**src/rtl/fpAddPkg.sv**
```systemverilog
package fpAddPkg;
  // strobes from the controller into the datapath
  typedef struct packed {
    logic ld1;  // capture aligned sum into stage 1
    logic ld2;  // capture packed result into output stage
  } fpStrobe_t;
endpackage

```
**src/rtl/fpAddLzc.sv**
```systemverilog
module fpAddLzc #(
  parameter int WIDTH = 28,
  localparam int CW = $clog2(WIDTH + 1)
) (
  input  logic [WIDTH-1:0] vec,
  output logic [CW-1:0]    count
);
  always_comb begin
    count = CW'(WIDTH);
    for (int i = 0; i < WIDTH; i++) begin
      if (vec[i]) count = CW'(WIDTH - 1 - i);
    end
  end
endmodule

```
**src/rtl/fpAddControl.sv**
```systemverilog
module fpAddControl
  import fpAddPkg::*;
(
  input  logic      clk,
  input  logic      rstN,
  input  logic      inValid,
  output fpStrobe_t strb,
  output logic      outValid
);
  logic stage1Valid;

  always_ff @(posedge clk) begin
    if (!rstN) begin
      stage1Valid <= 1'b0;
      outValid    <= 1'b0;
    end else begin
      stage1Valid <= inValid;
      outValid    <= stage1Valid;
    end
  end

  assign strb.ld1 = inValid;
  assign strb.ld2 = stage1Valid;
endmodule

```
**src/rtl/fpAddDatapath.sv**
```systemverilog
module fpAddDatapath
  import fpAddPkg::*;
#(
  parameter int EXP_W  = 8,
  parameter int FRAC_W = 23,
  localparam int W = 1 + EXP_W + FRAC_W
) (
  input  logic         clk,
  input  logic         rstN,
  input  fpStrobe_t    strb,
  input  logic [W-1:0] opA,
  input  logic [W-1:0] opB,
  input  logic         subOp,
  output logic [W-1:0] result,
  output logic         flagOvf,
  output logic         flagUdf,
  output logic         flagInv
);
  localparam int P   = FRAC_W + 1;      // significand with hidden bit
  localparam int XW  = P + 3;           // plus guard, round, sticky
  localparam int SW  = XW + 1;          // plus carry
  localparam int EW2 = EXP_W + 2;       // signed working exponent
  localparam int ZW  = $clog2(SW + 1);
  localparam logic [EXP_W-1:0] EMAX = '1;
  localparam logic signed [EW2-1:0] ONE = EW2'(1);
  localparam logic [W-1:0] QNAN = {1'b0, EMAX, 1'b1, {(FRAC_W-1){1'b0}}};

  // ---------------- stage 1: unpack, order, align, add ----------------
  logic              aSign, bSign, aNan, bNan, aInf, bInf, aMagGe, effSub;
  logic [EXP_W-1:0]  aExp, bExp, bigExp, smallExp, bigEff, smallEff, diff;
  logic [FRAC_W-1:0] aFrac, bFrac, bigFrac, smallFrac;
  logic [XW-1:0]     bigMan, smallMan, alignedSmall;
  logic [2*XW-1:0]   wide;
  logic [SW-1:0]     sumRaw;
  int                shAmt;
  logic              nanNext, infNext, invNext, infSignNext, signNext;

  always_comb begin
    aSign = opA[W-1];
    aExp  = opA[W-2:FRAC_W];
    aFrac = opA[FRAC_W-1:0];
    bSign = opB[W-1] ^ subOp;
    bExp  = opB[W-2:FRAC_W];
    bFrac = opB[FRAC_W-1:0];
    aNan  = (aExp == EMAX) && (aFrac != '0);
    bNan  = (bExp == EMAX) && (bFrac != '0);
    aInf  = (aExp == EMAX) && (aFrac == '0);
    bInf  = (bExp == EMAX) && (bFrac == '0);
    aMagGe    = opA[W-2:0] >= opB[W-2:0];
    bigExp    = aMagGe ? aExp : bExp;
    smallExp  = aMagGe ? bExp : aExp;
    bigFrac   = aMagGe ? aFrac : bFrac;
    smallFrac = aMagGe ? bFrac : aFrac;
    bigEff    = (bigExp == '0) ? EXP_W'(1) : bigExp;
    smallEff  = (smallExp == '0) ? EXP_W'(1) : smallExp;
    diff      = bigEff - smallEff;
    bigMan    = {bigExp != '0, bigFrac, 3'b000};
    smallMan  = {smallExp != '0, smallFrac, 3'b000};
    shAmt     = (int'(diff) > XW) ? XW : int'(diff);
    wide      = {smallMan, {XW{1'b0}}} >> shAmt;
    alignedSmall = wide[2*XW-1:XW] | {{(XW-1){1'b0}}, |wide[XW-1:0]};
    effSub    = aSign ^ bSign;
    sumRaw    = effSub ? ({1'b0, bigMan} - {1'b0, alignedSmall})
                       : ({1'b0, bigMan} + {1'b0, alignedSmall});
    signNext    = aMagGe ? aSign : bSign;
    invNext     = aInf && bInf && effSub;
    nanNext     = aNan || bNan || invNext;
    infNext     = (aInf || bInf) && !nanNext;
    infSignNext = aInf ? aSign : bSign;
  end

  logic [SW-1:0]    s1Sum;
  logic [EXP_W-1:0] s1Exp;
  logic             s1Sign, s1EffSub, s1Nan, s1Inv, s1Inf, s1InfSign;

  always_ff @(posedge clk) begin
    if (!rstN) begin
      s1Sum <= '0; s1Exp <= '0; s1Sign <= 1'b0; s1EffSub <= 1'b0;
      s1Nan <= 1'b0; s1Inv <= 1'b0; s1Inf <= 1'b0; s1InfSign <= 1'b0;
    end else if (strb.ld1) begin
      s1Sum <= sumRaw; s1Exp <= bigEff; s1Sign <= signNext; s1EffSub <= effSub;
      s1Nan <= nanNext; s1Inv <= invNext; s1Inf <= infNext; s1InfSign <= infSignNext;
    end
  end

  // ---------------- stage 2: normalize, round, pack ----------------
  logic [ZW-1:0]            zCnt, shl;
  logic signed [EW2-1:0]    expWide, normExp, finalExp;
  logic [XW-1:0]            normMan;
  logic [P-1:0]             sig;
  logic [P:0]               rnd;
  logic [FRAC_W-1:0]        finalFrac;
  logic                     roundUp;
  logic [W-1:0]             nextRes;
  logic                     nextOvf, nextUdf, nextInv;

  fpAddLzc #(.WIDTH(SW)) lzc (.vec(s1Sum), .count(zCnt));

  always_comb begin
    expWide = $signed({2'b00, s1Exp});
    shl     = zCnt - ZW'(1);
    if (s1Sum[SW-1]) begin
      normMan = {s1Sum[SW-1:2], s1Sum[1] | s1Sum[0]};
      normExp = expWide + ONE;
    end else begin
      normMan = s1Sum[XW-1:0] << shl;
      normExp = expWide - $signed({{(EW2-ZW){1'b0}}, shl});
    end
    sig     = normMan[XW-1:3];
    roundUp = normMan[2] & (normMan[1] | normMan[0] | sig[0]);
    rnd     = {1'b0, sig} + (P+1)'(roundUp);
    if (rnd[P]) begin
      finalFrac = rnd[FRAC_W:1];
      finalExp  = normExp + ONE;
    end else begin
      finalFrac = rnd[FRAC_W-1:0];
      finalExp  = normExp;
    end
    nextOvf = 1'b0; nextUdf = 1'b0; nextInv = 1'b0;
    if (s1Nan) begin
      nextRes = QNAN;
      nextInv = s1Inv;
    end else if (s1Inf) begin
      nextRes = {s1InfSign, EMAX, {FRAC_W{1'b0}}};
    end else if (s1Sum == '0) begin
      nextRes = {s1EffSub ? 1'b0 : s1Sign, {(W-1){1'b0}}};
    end else if (finalExp >= $signed({2'b00, EMAX})) begin
      nextRes = {s1Sign, EMAX, {FRAC_W{1'b0}}};
      nextOvf = 1'b1;
    end else if (finalExp < ONE) begin
      nextRes = {s1Sign, {(W-1){1'b0}}};
      nextUdf = 1'b1;
    end else begin
      nextRes = {s1Sign, finalExp[EXP_W-1:0], finalFrac};
    end
  end

  always_ff @(posedge clk) begin
    if (!rstN) begin
      result <= '0; flagOvf <= 1'b0; flagUdf <= 1'b0; flagInv <= 1'b0;
    end else if (strb.ld2) begin
      result <= nextRes; flagOvf <= nextOvf; flagUdf <= nextUdf; flagInv <= nextInv;
    end
  end

  a_r9_hold_idle: assert property (@(posedge clk) disable iff (!rstN)
    !strb.ld2 |=> $stable(result) && $stable({flagOvf, flagUdf, flagInv}));
  a_r7_single_flag: assert property (@(posedge clk) disable iff (!rstN)
    $onehot0({flagOvf, flagUdf, flagInv}));
  a_r5_ovf_is_inf: assert property (@(posedge clk) disable iff (!rstN)
    flagOvf |-> (result[W-2:FRAC_W] == EMAX) && (result[FRAC_W-1:0] == '0));
  a_r7_inv_is_nan: assert property (@(posedge clk) disable iff (!rstN)
    flagInv |-> (result == QNAN));
  a_r6_udf_is_zero: assert property (@(posedge clk) disable iff (!rstN)
    flagUdf |-> (result[W-2:0] == '0));
endmodule

```
**src/rtl/fpAddSub.sv**
```systemverilog
module fpAddSub
  import fpAddPkg::*;
#(
  parameter int EXP_W  = 8,
  parameter int FRAC_W = 23
) (
  input  logic                    clk,
  input  logic                    rstN,
  input  logic                    inValid,
  input  logic [EXP_W+FRAC_W:0]   opA,
  input  logic [EXP_W+FRAC_W:0]   opB,
  input  logic                    subOp,
  output logic                    outValid,
  output logic [EXP_W+FRAC_W:0]   result,
  output logic                    flagOvf,
  output logic                    flagUdf,
  output logic                    flagInv
);
  fpStrobe_t strb;

  fpAddControl ctrl (
    .clk(clk), .rstN(rstN), .inValid(inValid), .strb(strb), .outValid(outValid)
  );

  fpAddDatapath #(.EXP_W(EXP_W), .FRAC_W(FRAC_W)) dp (
    .clk(clk), .rstN(rstN), .strb(strb), .opA(opA), .opB(opB), .subOp(subOp),
    .result(result), .flagOvf(flagOvf), .flagUdf(flagUdf), .flagInv(flagInv)
  );
endmodule

```
**config.mk**
```make
export PLATFORM = sky130hd
export DESIGN_NAME = fpAddSub
export DESIGN_NICKNAME = d
export VERILOG_FILES = /design/src/rtl/fpAddPkg.sv /design/src/rtl/fpAddLzc.sv /design/src/rtl/fpAddControl.sv /design/src/rtl/fpAddDatapath.sv /design/src/rtl/fpAddSub.sv
export SDC_FILE = /design/constraint.sdc
export NUM_CORES = 1
export LEC_CHECK = 0
export BUFFER_PORTS_ARGS = -buffer_cell sky130_fd_sc_hd__buf_2
export CAP_MARGIN = 20
export CELL_PAD_IN_SITES_DETAIL_PLACEMENT = 1
export CELL_PAD_IN_SITES_GLOBAL_PLACEMENT = 2
export CORE_AREA = 4 4 221 223
export CTS_CLUSTER_SIZE = 16
export DETAILED_ROUTE_END_ITERATION = 10
export DIE_AREA = 0 0 225 227
export PLACE_DENSITY_LB_ADDON = 0.1
export SLEW_MARGIN = 20
export SYNTH_ARGS = -nofsm -noshare
export SYNTH_HDL_FRONTEND = slang
export SYNTH_SLANG_ARGS = --single-unit
```
**constraint.sdc**
```tcl
create_clock -name clk -period 27.1 [get_ports clk]
set_clock_uncertainty 0.1 [all_clocks]
set_input_delay 1.355 -clock clk [delete_from_list [all_inputs] [get_ports clk]]
set_output_delay 1.355 -clock clk [all_outputs]
set_load 0.05 [all_outputs]
```
==> out/metrics.yaml <==
cells_and_area:
  final_common_cell: "nand2_1"
  layout_common_cells: "nand2_1 (224), nor2_1 (196), a21oi_1 (149), inv_1 (127), o21ai_0 (113)"
  nNetsFinal: 2237
  num_antenna_cells: 0
  syn_to_final_growth_pct: 9.76
  drive_above_1_share_pct: 10.9
  fill_cells: 5907
clock_tree:
  root_buffer: "clkbuf_16"
  clk_latency_ps: 370
  cts-resized-gates: 0
  cts-htree-levels: 3
  cts-hold-fix-buffers: 0
  post-cts-setup-buffers: 0
  cts_buffer_depth: 2
  cts_made_buffers: 9
  tritoncts: "done"
  cts.sinks: 79
  path_clk_slew_ps: 70
logic_synthesis:
  ys_ff_latch: 79
  synth_enable_flop_cells: 0
  synthCells: 2060
  synth.area.top_cells: "dfxtp_1 (11%), ha_1 (8.7%), nand2_1 (6.0%)"
  synth_area_mm2: 0.0140
  yosysSeqAreaShare_pct: 11.3
  synth_top_area_share_pct: 11.3
  ys_types: 106
  ys_async_sr_fraction_pct: 0
  ys_warn_count: 0
  synth_nets: 2228
  syn_avg_cell_area_um2: 6.77
  post-synth-top-area-cell: "dfxtp_1"
  yosys_most_used_dff: "dfxtp_1"
drt:
  drt_iter0_markers: 944
  dr.pass1.iters: 5
  wl_met3_um: 1950
  wl_per_cell_um: 25.7
  via_per_inst: 6.03
  highest_layer: "met4"
  wl_met2_um: 33400
  dr_total_vias: 16175
  wl_met1_um: 30000
  wirelength_um: 68900
  remaining_drc_errors: 0
  ant_nets: 0
power:
  pwr-share-clk_pct: 9.5
  p_leak_uw: 0.00625
  internal_power_uw: 574
  p_sw_share_pct: 60.2
  ir_drop_mv: 0.0463
  power_density_mw_per_mm2: 94.1
  pwr-share-seq_pct: 10.7
  switching_power_uw: 868
  power_frac_comb_pct: 79.8
placement:
  hpwl_um: 54500
  place_congestion: 0.918
  io_buffers: 103
critical_path:
  ff2ff_setup_slack_ps: 18980
  critPathCaptureType: "register"
  critPathBufInv: 6
  worst-setup-path-type: "input port to register"
  r2r_cells: 29
  cp_data_arrival_time_ps: 13740
  cp-start-kind: "input port"
  r2r_end: "dp.result[10]"
  required_ps: 27210
  cp_max_fo: 38
  r2r_start: "dp.s1Sum[1]"
  path_depth: 40
  critPathMaxStageDelay_ps: 880
  cp_slowest_cell: "a31oi_4"
  path_delay_family: "compound AO/OA/AOI/OAI gates"
global_route:
  grt_pass1_wl_um: 106000
  grt_max_degree: 81
  gr-total-overflow: 0
  grt_pass1_vias: 16561
  grt_use_total_pct: 26.4
  antenna_found_initial: 3
timing:
  rsz0062_at_grt: "false"
  finalSetupTns_ps: 0
  fin_hold_ws_ps: 342
  timing.fmax_ghz: 0.0734
  worstMarginPinSlew_ps: 1170
  setup_viol: 0
  post-route-period-util_pct: 50.3
  relSlewSlack_pct: 21.1
  report.final.slew_viol_count: 0
  min_period_ps: 13630
  finalHoldViolations: 0
outcome:
  status: "completed"
floorplan:
  die_w_um: 225
  fp-row-count: 79
  core_area_mm2: 0.0466
  die_h_um: 227
  ioPinCount: 104
  dieArea_mm2: 0.0511
  start_util_pct: 30.0
worst_hold_path:
  worstHoldPathCells: 2
  worstHoldEndpoint: "dp.result[21]"
  hp-class: "register to register"
  holdCritStartpoint: "dp.result[21]"
run:
  max-cap-violations: 0
through the flow:
stage	utilization (%)	std cells	power, µW	instance area [µm²]	setup WS [ps]
2_1_floorplan	-	2060	935	14000	16350
3_3_place_gp	32.2	2665	1290	15000	13370
3_5_place_dp	32.2	2665	1290	15000	13410
4_1_cts	32.9	2681	1430	15300	13730
5_1_grt	32.9	2681	1550	15300	12640
6_report	32.9	2681	1440	15300	13470
how the worst max path moves through the flow:
stage                     startpoint  slack [ps]           end
after global routing         opB[19]       12640  dp.s1Sum[26]
after floorplan              opB[19]       16350  dp.s1Sum[24]
after detailed placement     opB[18]       13410  dp.s1Sum[24]
after global placement       opB[18]       13370  dp.s1Sum[24]
final                        opB[18]       13470  dp.s1Sum[24]
after CTS                    opB[18]       13730  dp.s1Sum[24]
cells in the mapped netlist, types with 39 or more instances:
library cell	n
a21oi_1	149
a31oi_1	39
nand3_1	52
nand2_1	224
xnor2_1	46
nor3_1	73
o21ai_0	115
ha_1	97
mux2i_1	80
inv_1	127
a211oi_1	52
nor2_1	196
clkbuf_1	92
dfxtp_1	79
metal layers:
metal | GRT usage, % | up-vias
li1 | - | 7711
met1 | 33.4 | 7998
met2 | 46.2 | 359
met3 | 1.79 | 107
met4 | 12.5 | 0
met5 | 0 | -
final cells by class:
class / count / area [µm²] / area share [%]
flip-flops and latches: 79 / 1580 / 10.3
multi-input cells: 1705 / 11400 / 74.1
clock buffers: 9 / 225 / 1.47
inverters: 132 / 495 / 3.24
well taps: 607 / 759 / 4.96
clock inverters: 7 / 91.3 / 0.596
repair buffers: 142 / 808 / 5.28
state kept, by name (all words and copies together), names as in the netlist:
name              count
dp.s1InfSign          1
ctrl.outValid         1
dp.flagInv            1
dp.s1Inv              1
dp.s1Sign             1
dp.s1Sum             28
dp.result            32
dp.flagUdf            1
dp.flagOvf            1
dp.s1Nan              1
dp.s1Exp              8
ctrl.stage1Valid      1
dp.s1Inf              1
dp.s1EffSub           1
power by group through the flow:
stage,combinational (µW),sequential (µW),clock [µW]
floorplan,773,162,0
global placement,1130,156,0
detailed placement,1130,157,0
CTS,1140,154,140
global route,1250,157,143
finish,1150,154,137
worst register-to-register path, delay by kind of cell, from the launching register on:
kind	cells	cell delay [ps]
AO/OA/AOI/OAI	11	2650
XOR/XNOR	1	80
adder cells (fa/ha/maj)	3	700
buffers and inverters	4	840
flip-flops	1	560
multiplexers	2	1020
AND/OR/NAND/NOR	8	2080
logic make-up (layout without fill, tap and decap cells):
group | count (synthesis) | after routing | share of synthesized area, %
buffers and inverters | 276 | 290 | 7.91
flip-flops | 79 | 79 | 11.3
adder cells (fa/ha/maj) | 100 | 100 | 9.13
AO/OA/AOI/OAI | 687 | 687 | 33.9
AND/OR/NAND/NOR | 756 | 756 | 26.1
XOR/XNOR | 70 | 70 | 4.50
multiplexers | 92 | 92 | 7.11
(Power assumes the default switching activity.)
